[src/rtl/dsm_pkg.sv]
package dsm_pkg;

   // Bits of growth needed so that 43*x fits (43 < 2**6).
   localparam int GROWTH_BITS = 6;

   // Digit cycles that cover a word plus the product growth.
   function automatic int digits_per_word(input int word_w, input int dig_w);
      return (word_w + GROWTH_BITS + dig_w - 1) / dig_w;
   endfunction

   // Whole-digit delay that output lane `lane` of a left shift by `ls` needs.
   function automatic int shl_delay(input int lane, input int ls, input int dig_w);
      if (lane >= ls) return 0;
      return (ls - lane + dig_w - 1) / dig_w;
   endfunction

   // Input lane that feeds output lane `lane` of a left shift by `ls`.
   function automatic int shl_src(input int lane, input int ls, input int dig_w);
      if (lane >= ls) return lane - ls;
      return shl_delay(lane, ls, dig_w) * dig_w - (ls - lane);
   endfunction

endpackage

[src/rtl/dsm_shl.sv]
// Digit-serial left shift: one delay line per bit lane, ls flops in total.
module dsm_shl #(
   parameter int DIGIT_W = 2,
   parameter int SHIFT   = 1
) (
   input  logic               clk,
   input  logic               rst_n,
   input  logic               start_i,
   input  logic [DIGIT_W-1:0] d_i,
   output logic [DIGIT_W-1:0] d_o
);

   if (DIGIT_W < 1) begin : g_bad_width
      $error("dsm_shl: DIGIT_W must be at least 1");
   end
   if (SHIFT < 0) begin : g_bad_shift
      $error("dsm_shl: SHIFT must not be negative");
   end

   // Becomes 1 one clock after reset ends; lets the delay check use $past safely.
   logic armed_q;
   always_ff @(posedge clk or negedge rst_n) begin
      if (!rst_n) armed_q <= 1'b0;
      else        armed_q <= 1'b1;
   end

   for (genvar gi = 0; gi < DIGIT_W; gi++) begin : g_lane
      localparam int DLY = dsm_pkg::shl_delay(gi, SHIFT, DIGIT_W);
      localparam int SRC = dsm_pkg::shl_src(gi, SHIFT, DIGIT_W);

      if (DLY == 0) begin : g_wire
         assign d_o[gi] = d_i[SRC];
      end else begin : g_delay
         logic [DLY-1:0] sr_q;
         always_ff @(posedge clk or negedge rst_n) begin
            if (!rst_n) begin
               sr_q <= '0;
            end else begin
               sr_q[0] <= d_i[SRC];
               for (int m = 1; m < DLY; m++) begin
                  sr_q[m] <= start_i ? 1'b0 : sr_q[m-1];
               end
            end
         end
         // A new word sees only zeros shifted in from below its bit 0.
         assign d_o[gi] = start_i ? 1'b0 : sr_q[DLY-1];

         if (DLY == 1) begin : g_chk
            p_lane_delay_r1 : assert property (@(posedge clk) disable iff (!rst_n)
               (armed_q && !start_i) |-> (d_o[gi] == $past(d_i[SRC])))
               else $error("shift lane %0d lost its one-digit delay", gi);
         end
         p_lane_fresh_r4 : assert property (@(posedge clk) disable iff (!rst_n)
            start_i |-> (d_o[gi] == 1'b0))
            else $error("shift lane %0d leaked state into a new word", gi);
      end
   end

endmodule

[src/rtl/dsm_addsub.sv]
// Digit-serial adder or two's-complement subtractor: full-adder chain plus one carry flop.
module dsm_addsub #(
   parameter int DIGIT_W  = 2,
   parameter bit SUBTRACT = 1'b0
) (
   input  logic               clk,
   input  logic               rst_n,
   input  logic               start_i,
   input  logic [DIGIT_W-1:0] a_i,
   input  logic [DIGIT_W-1:0] b_i,
   output logic [DIGIT_W-1:0] s_o
);

   if (DIGIT_W < 1) begin : g_bad_width
      $error("dsm_addsub: DIGIT_W must be at least 1");
   end

   localparam logic CARRY_INIT = SUBTRACT;

   logic [DIGIT_W-1:0] b_op;
   logic [DIGIT_W:0]   c;
   logic               carry_q;

   if (SUBTRACT) begin : g_inv
      assign b_op = ~b_i;
   end else begin : g_pass
      assign b_op = b_i;
   end

   assign c[0] = start_i ? CARRY_INIT : carry_q;

   for (genvar gi = 0; gi < DIGIT_W; gi++) begin : g_fa
      assign s_o[gi]   = a_i[gi] ^ b_op[gi] ^ c[gi];
      assign c[gi+1]   = (a_i[gi] & b_op[gi]) | (a_i[gi] & c[gi]) | (b_op[gi] & c[gi]);
   end

   always_ff @(posedge clk or negedge rst_n) begin
      if (!rst_n) carry_q <= CARRY_INIT;
      else        carry_q <= c[DIGIT_W];
   end

   if (SUBTRACT) begin : g_sub_chk
      p_sub_fresh_r4 : assert property (@(posedge clk) disable iff (!rst_n)
         start_i |-> (s_o == DIGIT_W'(a_i - b_i)))
         else $error("subtractor used stale borrow on first digit");
      p_sub_noborrow_r4 : assert property (@(posedge clk) disable iff (!rst_n)
         (start_i && (b_i == '0)) |=> c[0])
         else $error("subtractor borrowed after subtracting zero");
   end else begin : g_add_chk
      p_add_fresh_r4 : assert property (@(posedge clk) disable iff (!rst_n)
         start_i |-> (s_o == DIGIT_W'(a_i + b_i)))
         else $error("adder used stale carry on first digit");
      p_add_nocarry_r4 : assert property (@(posedge clk) disable iff (!rst_n)
         (start_i && (a_i == '0) && (b_i == '0)) |=> (!c[0] || start_i))
         else $error("adder carried after adding zeros");
   end

endmodule

[src/rtl/dsm_digit_ctr.sv]
// Tracks the digit position inside a word; saturates at NDIG when idle.
module dsm_digit_ctr #(
   parameter int NDIG = 7
) (
   input  logic clk,
   input  logic rst_n,
   input  logic start_i,
   output logic valid_o,
   output logic last_o
);

   if (NDIG < 1) begin : g_bad_ndig
      $error("dsm_digit_ctr: NDIG must be at least 1");
   end

   localparam int CW = $clog2(NDIG + 1);

   logic [CW-1:0] cnt_q;
   logic [CW-1:0] idx;

   assign idx     = start_i ? '0 : cnt_q;
   assign valid_o = (idx < CW'(NDIG));
   assign last_o  = (idx == CW'(NDIG - 1));

   always_ff @(posedge clk or negedge rst_n) begin
      if (!rst_n)       cnt_q <= CW'(NDIG);
      else if (valid_o) cnt_q <= idx + 1'b1;
      else              cnt_q <= CW'(NDIG);
   end

   p_start_valid_r6 : assert property (@(posedge clk) disable iff (!rst_n)
      start_i |-> valid_o)
      else $error("strobe cycle not flagged valid");
   p_last_then_idle_r6 : assert property (@(posedge clk) disable iff (!rst_n)
      last_o |=> (!valid_o || start_i))
      else $error("word ran past its last digit");
   p_last_in_word_r6 : assert property (@(posedge clk) disable iff (!rst_n)
      last_o |-> valid_o)
      else $error("last digit flagged outside a word");

endmodule

[src/rtl/dsm_mcm29_43.sv]
// Shared-term digit-serial multiplier: 7x = 8x - x, 29x = 4*7x + x, 43x = 29x + 2*7x.
module dsm_mcm29_43 #(
   parameter int DIGIT_W = 2,
   parameter int WORD_W  = 8
) (
   input  logic               clk,
   input  logic               rst_n,
   input  logic               start_i,
   input  logic [DIGIT_W-1:0] x_dig_i,
   output logic [DIGIT_W-1:0] p29_dig_o,
   output logic [DIGIT_W-1:0] p43_dig_o,
   output logic               valid_o,
   output logic               last_o
);

   if (DIGIT_W < 1) begin : g_bad_digit
      $error("dsm_mcm29_43: DIGIT_W must be at least 1");
   end
   if (WORD_W < 1) begin : g_bad_word
      $error("dsm_mcm29_43: WORD_W must be at least 1");
   end

   localparam int NDIG = dsm_pkg::digits_per_word(WORD_W, DIGIT_W);

   logic [DIGIT_W-1:0] x8_dig, t7_dig, t28_dig, t14_dig, t29_dig, t43_dig;

   dsm_shl #(.DIGIT_W(DIGIT_W), .SHIFT(3)) u_shl_x8 (
      .clk(clk), .rst_n(rst_n), .start_i(start_i), .d_i(x_dig_i), .d_o(x8_dig));

   dsm_addsub #(.DIGIT_W(DIGIT_W), .SUBTRACT(1'b1)) u_sub_t7 (
      .clk(clk), .rst_n(rst_n), .start_i(start_i), .a_i(x8_dig), .b_i(x_dig_i), .s_o(t7_dig));

   dsm_shl #(.DIGIT_W(DIGIT_W), .SHIFT(2)) u_shl_t28 (
      .clk(clk), .rst_n(rst_n), .start_i(start_i), .d_i(t7_dig), .d_o(t28_dig));

   dsm_shl #(.DIGIT_W(DIGIT_W), .SHIFT(1)) u_shl_t14 (
      .clk(clk), .rst_n(rst_n), .start_i(start_i), .d_i(t7_dig), .d_o(t14_dig));

   dsm_addsub #(.DIGIT_W(DIGIT_W), .SUBTRACT(1'b0)) u_add_t29 (
      .clk(clk), .rst_n(rst_n), .start_i(start_i), .a_i(t28_dig), .b_i(x_dig_i), .s_o(t29_dig));

   dsm_addsub #(.DIGIT_W(DIGIT_W), .SUBTRACT(1'b0)) u_add_t43 (
      .clk(clk), .rst_n(rst_n), .start_i(start_i), .a_i(t29_dig), .b_i(t14_dig), .s_o(t43_dig));

   dsm_digit_ctr #(.NDIG(NDIG)) u_ctr (
      .clk(clk), .rst_n(rst_n), .start_i(start_i), .valid_o(valid_o), .last_o(last_o));

   assign p29_dig_o = t29_dig;
   assign p43_dig_o = t43_dig;

   p_first_digit29_r2 : assert property (@(posedge clk) disable iff (!rst_n)
      start_i |-> (p29_dig_o == DIGIT_W'(int'(x_dig_i) * 29)))
      else $error("first digit of 29x wrong");
   p_first_digit43_r3 : assert property (@(posedge clk) disable iff (!rst_n)
      start_i |-> (p43_dig_o == DIGIT_W'(int'(x_dig_i) * 43)))
      else $error("first digit of 43x wrong");

endmodule

[config.mk]
export PLATFORM = sky130hd
export DESIGN_NAME = dsm_mcm29_43
export DESIGN_NICKNAME = d
export VERILOG_FILES = /design/src/rtl/dsm_pkg.sv /design/src/rtl/dsm_shl.sv /design/src/rtl/dsm_addsub.sv /design/src/rtl/dsm_digit_ctr.sv /design/src/rtl/dsm_mcm29_43.sv
export SDC_FILE = /design/constraint.sdc
export NUM_CORES = 1
export LEC_CHECK = 0
export CAP_MARGIN = 30
export CORE_MARGIN = 2
export CORE_UTILIZATION = 30
export CTS_CLUSTER_SIZE = 16
export DETAILED_ROUTE_END_ITERATION = 6
export GPL_ROUTABILITY_DRIVEN = 0
export PLACE_DENSITY_LB_ADDON = 0.15
export SLEW_MARGIN = 20
export SYNTH_ARGS = -nofsm -noshare
export SYNTH_HDL_FRONTEND = slang
export SYNTH_HIERARCHICAL = 1
export SYNTH_SLANG_ARGS = --single-unit
[constraint.sdc]
create_clock -name clk -period 4.7 [get_ports clk]
set_input_delay 0.705 -clock clk [delete_from_list [all_inputs] [get_ports clk]]
set_output_delay 0.705 -clock clk [all_outputs]
set_load 0.01 [all_outputs]
==> Word level (Yosys, flattened, before mapping) <==
Cells that the tools add are included.
{ "word_totals": {"out_inout_bits": 6, "regBits": 11} }
{ "classes": {"add_sub_neg": 1, "n_bitwise": 43, "mux": 10, "magnitude_cmp": 1, "n_eq_ne": 1} }
{ "ops": {"columns": ["cell", "count"], "rows": [
  ["bitwise AND 1 bit", 18],
  ["OR 1 bit", 12],
  ["bitwise XOR 1 bit", 12],
  ["2-to-1 mux 1 bit", 8],
  ["2-to-1 mux 3 bit", 2],
  ["adder 3 x 1 -> 3 bit, second input constant", 1],
  ["equality test 3 bit, second input constant", 1],
  ["< comparator 3 bit, second input constant", 1],
  ["NOT 2 bit", 1]
]} }

==> Logic depth before layout (Yosys ltp) <==
{ "depth": {"depth_word": 9, "depth_mapped": 8, "ltp_nobuf": 8} }

==> Cells and area by module <==
The synthesis kept the hierarchy.
{ "modules_own_cells": {"columns": ["module", "area_per_inst_um2", "cells_each", "seq_area_each_um2", "n_inst"], "rows": [
  ["dsm_addsub (u_add_t29 ...)", 97.6, 9, 25.0, 2],
  ["dsm_digit_ctr", 142.6, 12, 78.8, 1],
  ["dsm_shl (u_shl_x8)", 93.8, 6, 75.1, 1],
  ["dsm_addsub (u_sub_t7)", 85.1, 8, 26.3, 1],
  ["dsm_shl (u_shl_t28)", 62.6, 4, 50.0, 1],
  ["dsm_shl (u_shl_t14)", 46.3, 3, 25.0, 1]
]} }

==> Worst setup path after synthesis <==
Ideal clock, no wire load.
{ "synth_timing": {"kind": "in2out", "startpoint": "input port start_i", "endpoint": "output port p43_dig_o[1]", "required_ns": 3.995, "n_path_buf": 0, "t_arrival_ns": 2.374, "path_slack_ns": 1.621, "path_stages": 8, "path_cell_list": "nor2b_1 fa_1 inv_1 fa_1 inv_1 inv_1 fa_1 inv_1"} }
{ "synth_via": {"elab_chain_cells": 7, "word_cells_on_any_way": 24, "cone_classes": "mux: 6; bitwise: 18"} }
{ "synth_lines": {"columns": ["item", "line_no", "rtl"], "rows": [
  ["start: declaration", "dsm_mcm29_43.sv:8", "input logic start_i,"],
  ["2-to-1 mux 1 bit (on tied branches)", "dsm_shl.sv:46, dsm_addsub.sv:30", null],
  ["bitwise AND 1 bit", "dsm_addsub.sv:34", "assign c[gi+1] = (a_i[gi] & b_op[gi]) | (a_i[gi] & c[gi]) | (b_op[gi] & c[gi]);"],
  ["OR 1 bit (2 in series)", "dsm_addsub.sv:34", null],
  ["bitwise XOR 1 bit *", "dsm_addsub.sv:33", "assign s_o[gi] = a_i[gi] ^ b_op[gi] ^ c[gi];"],
  ["named net p29_dig_o[1]", "dsm_mcm29_43.sv:10", "output logic [DIGIT_W-1:0] p29_dig_o,"],
  ["bitwise XOR 1 bit * (2 in series)", "dsm_addsub.sv:33", null],
  ["end: declaration", "dsm_mcm29_43.sv:11", "output logic [DIGIT_W-1:0] p43_dig_o,"]
]} }
The timed path passes the listed nets; every way through them passes the cells marked *.

==> Final worst setup path <==
{ "layout_timing": {"startpoint": "input port start_i", "endpoint": "output port p43_dig_o[1]"} }
{ "layout_via": {"elab_chain_cells": 7, "word_cells_on_any_way": 24, "cone_classes": "mux: 6; bitwise: 18"} }
{ "layout_lines": {"columns": ["item", "line_no", "rtl"], "rows": [
  ["2-to-1 mux 1 bit *", "dsm_shl.sv:46", "assign d_o[gi] = start_i ? 1'b0 : sr_q[DLY-1];"],
  ["named net t28_dig[0]", "dsm_mcm29_43.sv:25", "logic [DIGIT_W-1:0] x8_dig, t7_dig, t28_dig, t14_dig, t29_dig, t43_dig;"],
  ["bitwise AND 1 bit / bitwise XOR 1 bit (equally long branches)", "dsm_addsub.sv:34, dsm_addsub.sv:33", null],
  ["OR 1 bit / bitwise XOR 1 bit (equally long branches)", "dsm_addsub.sv:34, dsm_addsub.sv:33", null],
  ["OR 1 bit / bitwise AND 1 bit (equally long branches)", "dsm_addsub.sv:34", null],
  ["bitwise XOR 1 bit / OR 1 bit (equally long branches) (2 in series)", "dsm_addsub.sv:33, dsm_addsub.sv:34", null],
  ["bitwise XOR 1 bit *", "dsm_addsub.sv:33", null]
]} }
Marks and branches as above.

==> run metrics <==
layout net count=77; P&R area growth vs syn=27.2%; Gate power share=31.1%; Avg WL per Cell=9.66 um; Synth Area in Simple Gates=21.6%; Least-Margin Pin Slew=527 ps; most common cell after layout, fill and taps aside=inv_1; io pins=11; final setup vio count=0; placed cell area=759 um2; Tmin final=4150 ps; vias in the first global route=343; CP Class=in2out; Unique masters post-synth=15; Net Sw Frac=26.9%; R2R Path End=u_add_t43/carry_q; hold bufs inserted after CTS=0; vias per inst=3.84; Max Fclk=241 MHz; worst path required time=3990 ps; Pint=220 uW; total track usage=9.69%; final period utilization=88.4%; clk root buf=clkbuf_4; CTS max path bufs=2; placeable core region=1960 um2; Clock Power Share=27.0%; Worst Path Max Fanout=4; Hold EP=u_shl_x8/g_lane[0].g_delay.sr_q[1]; clock latency on the worst-skew pair=270 ps; largest net degree at the start of global routing=13; Net Count, Synth=62; post-detail-place hpwl=701 um; R2R setup slack=2640 ps; Avg Inst Size Synth=12.3 um2; die area=2470 um2; Design Area, Final=796 um2; DRT iter0 DRCs=3; flops & latches, synth=12; Setup crit start kind=primary input; CTS tree=done; RSZ-0062 raised after global routing=false; most frequent cells in the layout=inv_1, clkdlybuf4s50_1, dfrtp_1, fa_1, nor2b_1; largest family of logic cells by synthesized area=simple AND/OR/NAND/NOR gates; post_cts resized=0; Reg2Reg Depth=8; Synth Area in Adders=19.2%; Num CTS Buffers=3; register area share after synthesis=48.8%; initial antenna violation count=0; GRT overflow=0; die width=49.7 um; PwrDens=377 nW/um2; hold_sp=u_shl_x8/g_lane[0].g_delay.sr_q[0]; Setup crit end kind=output port; clk sinks=12; relative slew slack=64.8%; Initial Util=31.9%; Cell Rows=16; mux contribution to synthesized area=0%; Reg power frac=41.9%; via count=353; hold path depth=1; status=finished, final reports clean; I/O Buffers=10; share of layout cells above drive strength 1=21.5%; Final Max Slew Viols=0; Routed Antenna Nets=0; antenna cells=0; Hold Path Class=reg2reg; xor/xnor share of the synthesized area=0%; Post-Synthesis Cells=51; setup_tns=0 ps; Pre-Repair DR Iteration Count=2; Die Ht=49.7 um; Clock transition at path regs=70 ps; Pleak=0.368 nW; Post-CTS Repair Setup Buffers=0; skew final=4.51 ps; Cell Area, Synth=626 um2; final hold violations=0; Synthesis Warnings=6; peak supply drop=186 uV; Switching Power=80.7 uW; Crit Reg-Reg Startpoint=u_shl_t28/g_lane[0].g_delay.sr_q; WL final=889 um; compound-gate portion of the synthesized area=0.800%; # H-tree levels=1; Critical Path AT=3450 ps; first-pass GRT wire length=1.66 mm; maxcap violations=0; # DRC=0
-- worst max-delay path, cell delays in order --
cell and delay, ps:
clkdlybuf4s50_1 590, nor2b_1 100, fa_1 410, inv_1 70, fa_1 400, inv_1 80
inv_1 50, fa_1 460, inv_1 60, clkdlybuf4s50_1 520
-- final cells by class --
cell class                 instances  area, um2
timing repair buffer              11        108
inverter                          14       52.6
sequential                        12        305
multi-input combinational         24        260
fill                             207       1170
tap                               27       33.8
clock buffer                       4       36.3
-- Yosys cell counts --
cell type | count | area (um2)
dfstp_2 | 4 | 105
a21oi_1 | 1 | 5.00
buf_4 | 1 | 7.51
nor2b_1 | 5 | 31.3
nand2_1 | 1 | 3.75
nand4b_1 | 1 | 8.76
fa_1 | 6 | 120
inv_1 | 14 | 52.6
and3b_1 | 1 | 8.76
nor2b_4 | 3 | 41.3
nor3_2 | 1 | 10.0
dfrtp_1 | 8 | 200
nand3b_1 | 1 | 7.51
nor2_1 | 3 | 11.3
and4bb_2 | 1 | 12.5
-- worst max path at each step --
stage	end	startpoint	cells past startpoint	slack (ps)
2_1_floorplan	p43_dig_o[1]	start_i	8	1620
3_3_place_gp	p43_dig_o[1]	start_i	10	490
3_5_place_dp	p43_dig_o[1]	start_i	10	510
4_1_cts	p43_dig_o[1]	start_i	10	510
5_1_grt	p43_dig_o[1]	start_i	10	350
6_report	p43_dig_o[1]	start_i	10	550
-- sequential cells by signal (all words and copies together) (netlist names) --
register,count
u_ctr/cnt_q,3
u_shl_x8/g_lane.g_delay.sr_q,3
u_shl_t28/g_lane.g_delay.sr_q,2
u_add_t29/carry_q,1
u_add_t43/carry_q,1
u_shl_t14/g_lane.g_delay.sr_q,1
u_sub_t7/carry_q,1
-- metal layers --
layer | vias to the layer above | global-route usage [%] | wire length, um
met2 | 11 | 12.4 | 396
li1 | 175 | - | -
met1 | 165 | 12.4 | 407
met4 | 0 | 5.56 | 17
met5 | - | 0 | 0
met3 | 2 | 5.76 | 68
-- through the flow --
step / utilization, % / total power [mW] / cells / hold slack (ps) / setup slack [ps]
after detailed placement: 38.7 / 0.224 / 88 / 452 / 509
after global routing: 40.6 / 0.327 / 92 / 484 / 351
after global placement: 38.7 / 0.223 / 88 / 445 / 486
after floorplan: - / 0.180 / 51 / 409 / 1620
final: 40.6 / 0.300 / 92 / 463 / 546
after CTS: 40.6 / 0.308 / 92 / 469 / 507
-- power by group through the flow --
stage          clock (mW)  sequential [mW]  combinational (mW)
2_1_floorplan           0            0.126              0.0544
3_3_place_gp            0            0.127              0.0957
3_5_place_dp            0            0.128              0.0961
4_1_cts            0.0853            0.126              0.0963
5_1_grt            0.0921            0.128               0.108
6_report           0.0810            0.126              0.0935
-- kinds of logic after synthesis --
logic type      Yosys count
flops                    12
fa+ha+maj                 6
compound gates            1
buf+inv                  15
simple gates             17
Power figures use the tool's default switching activity.
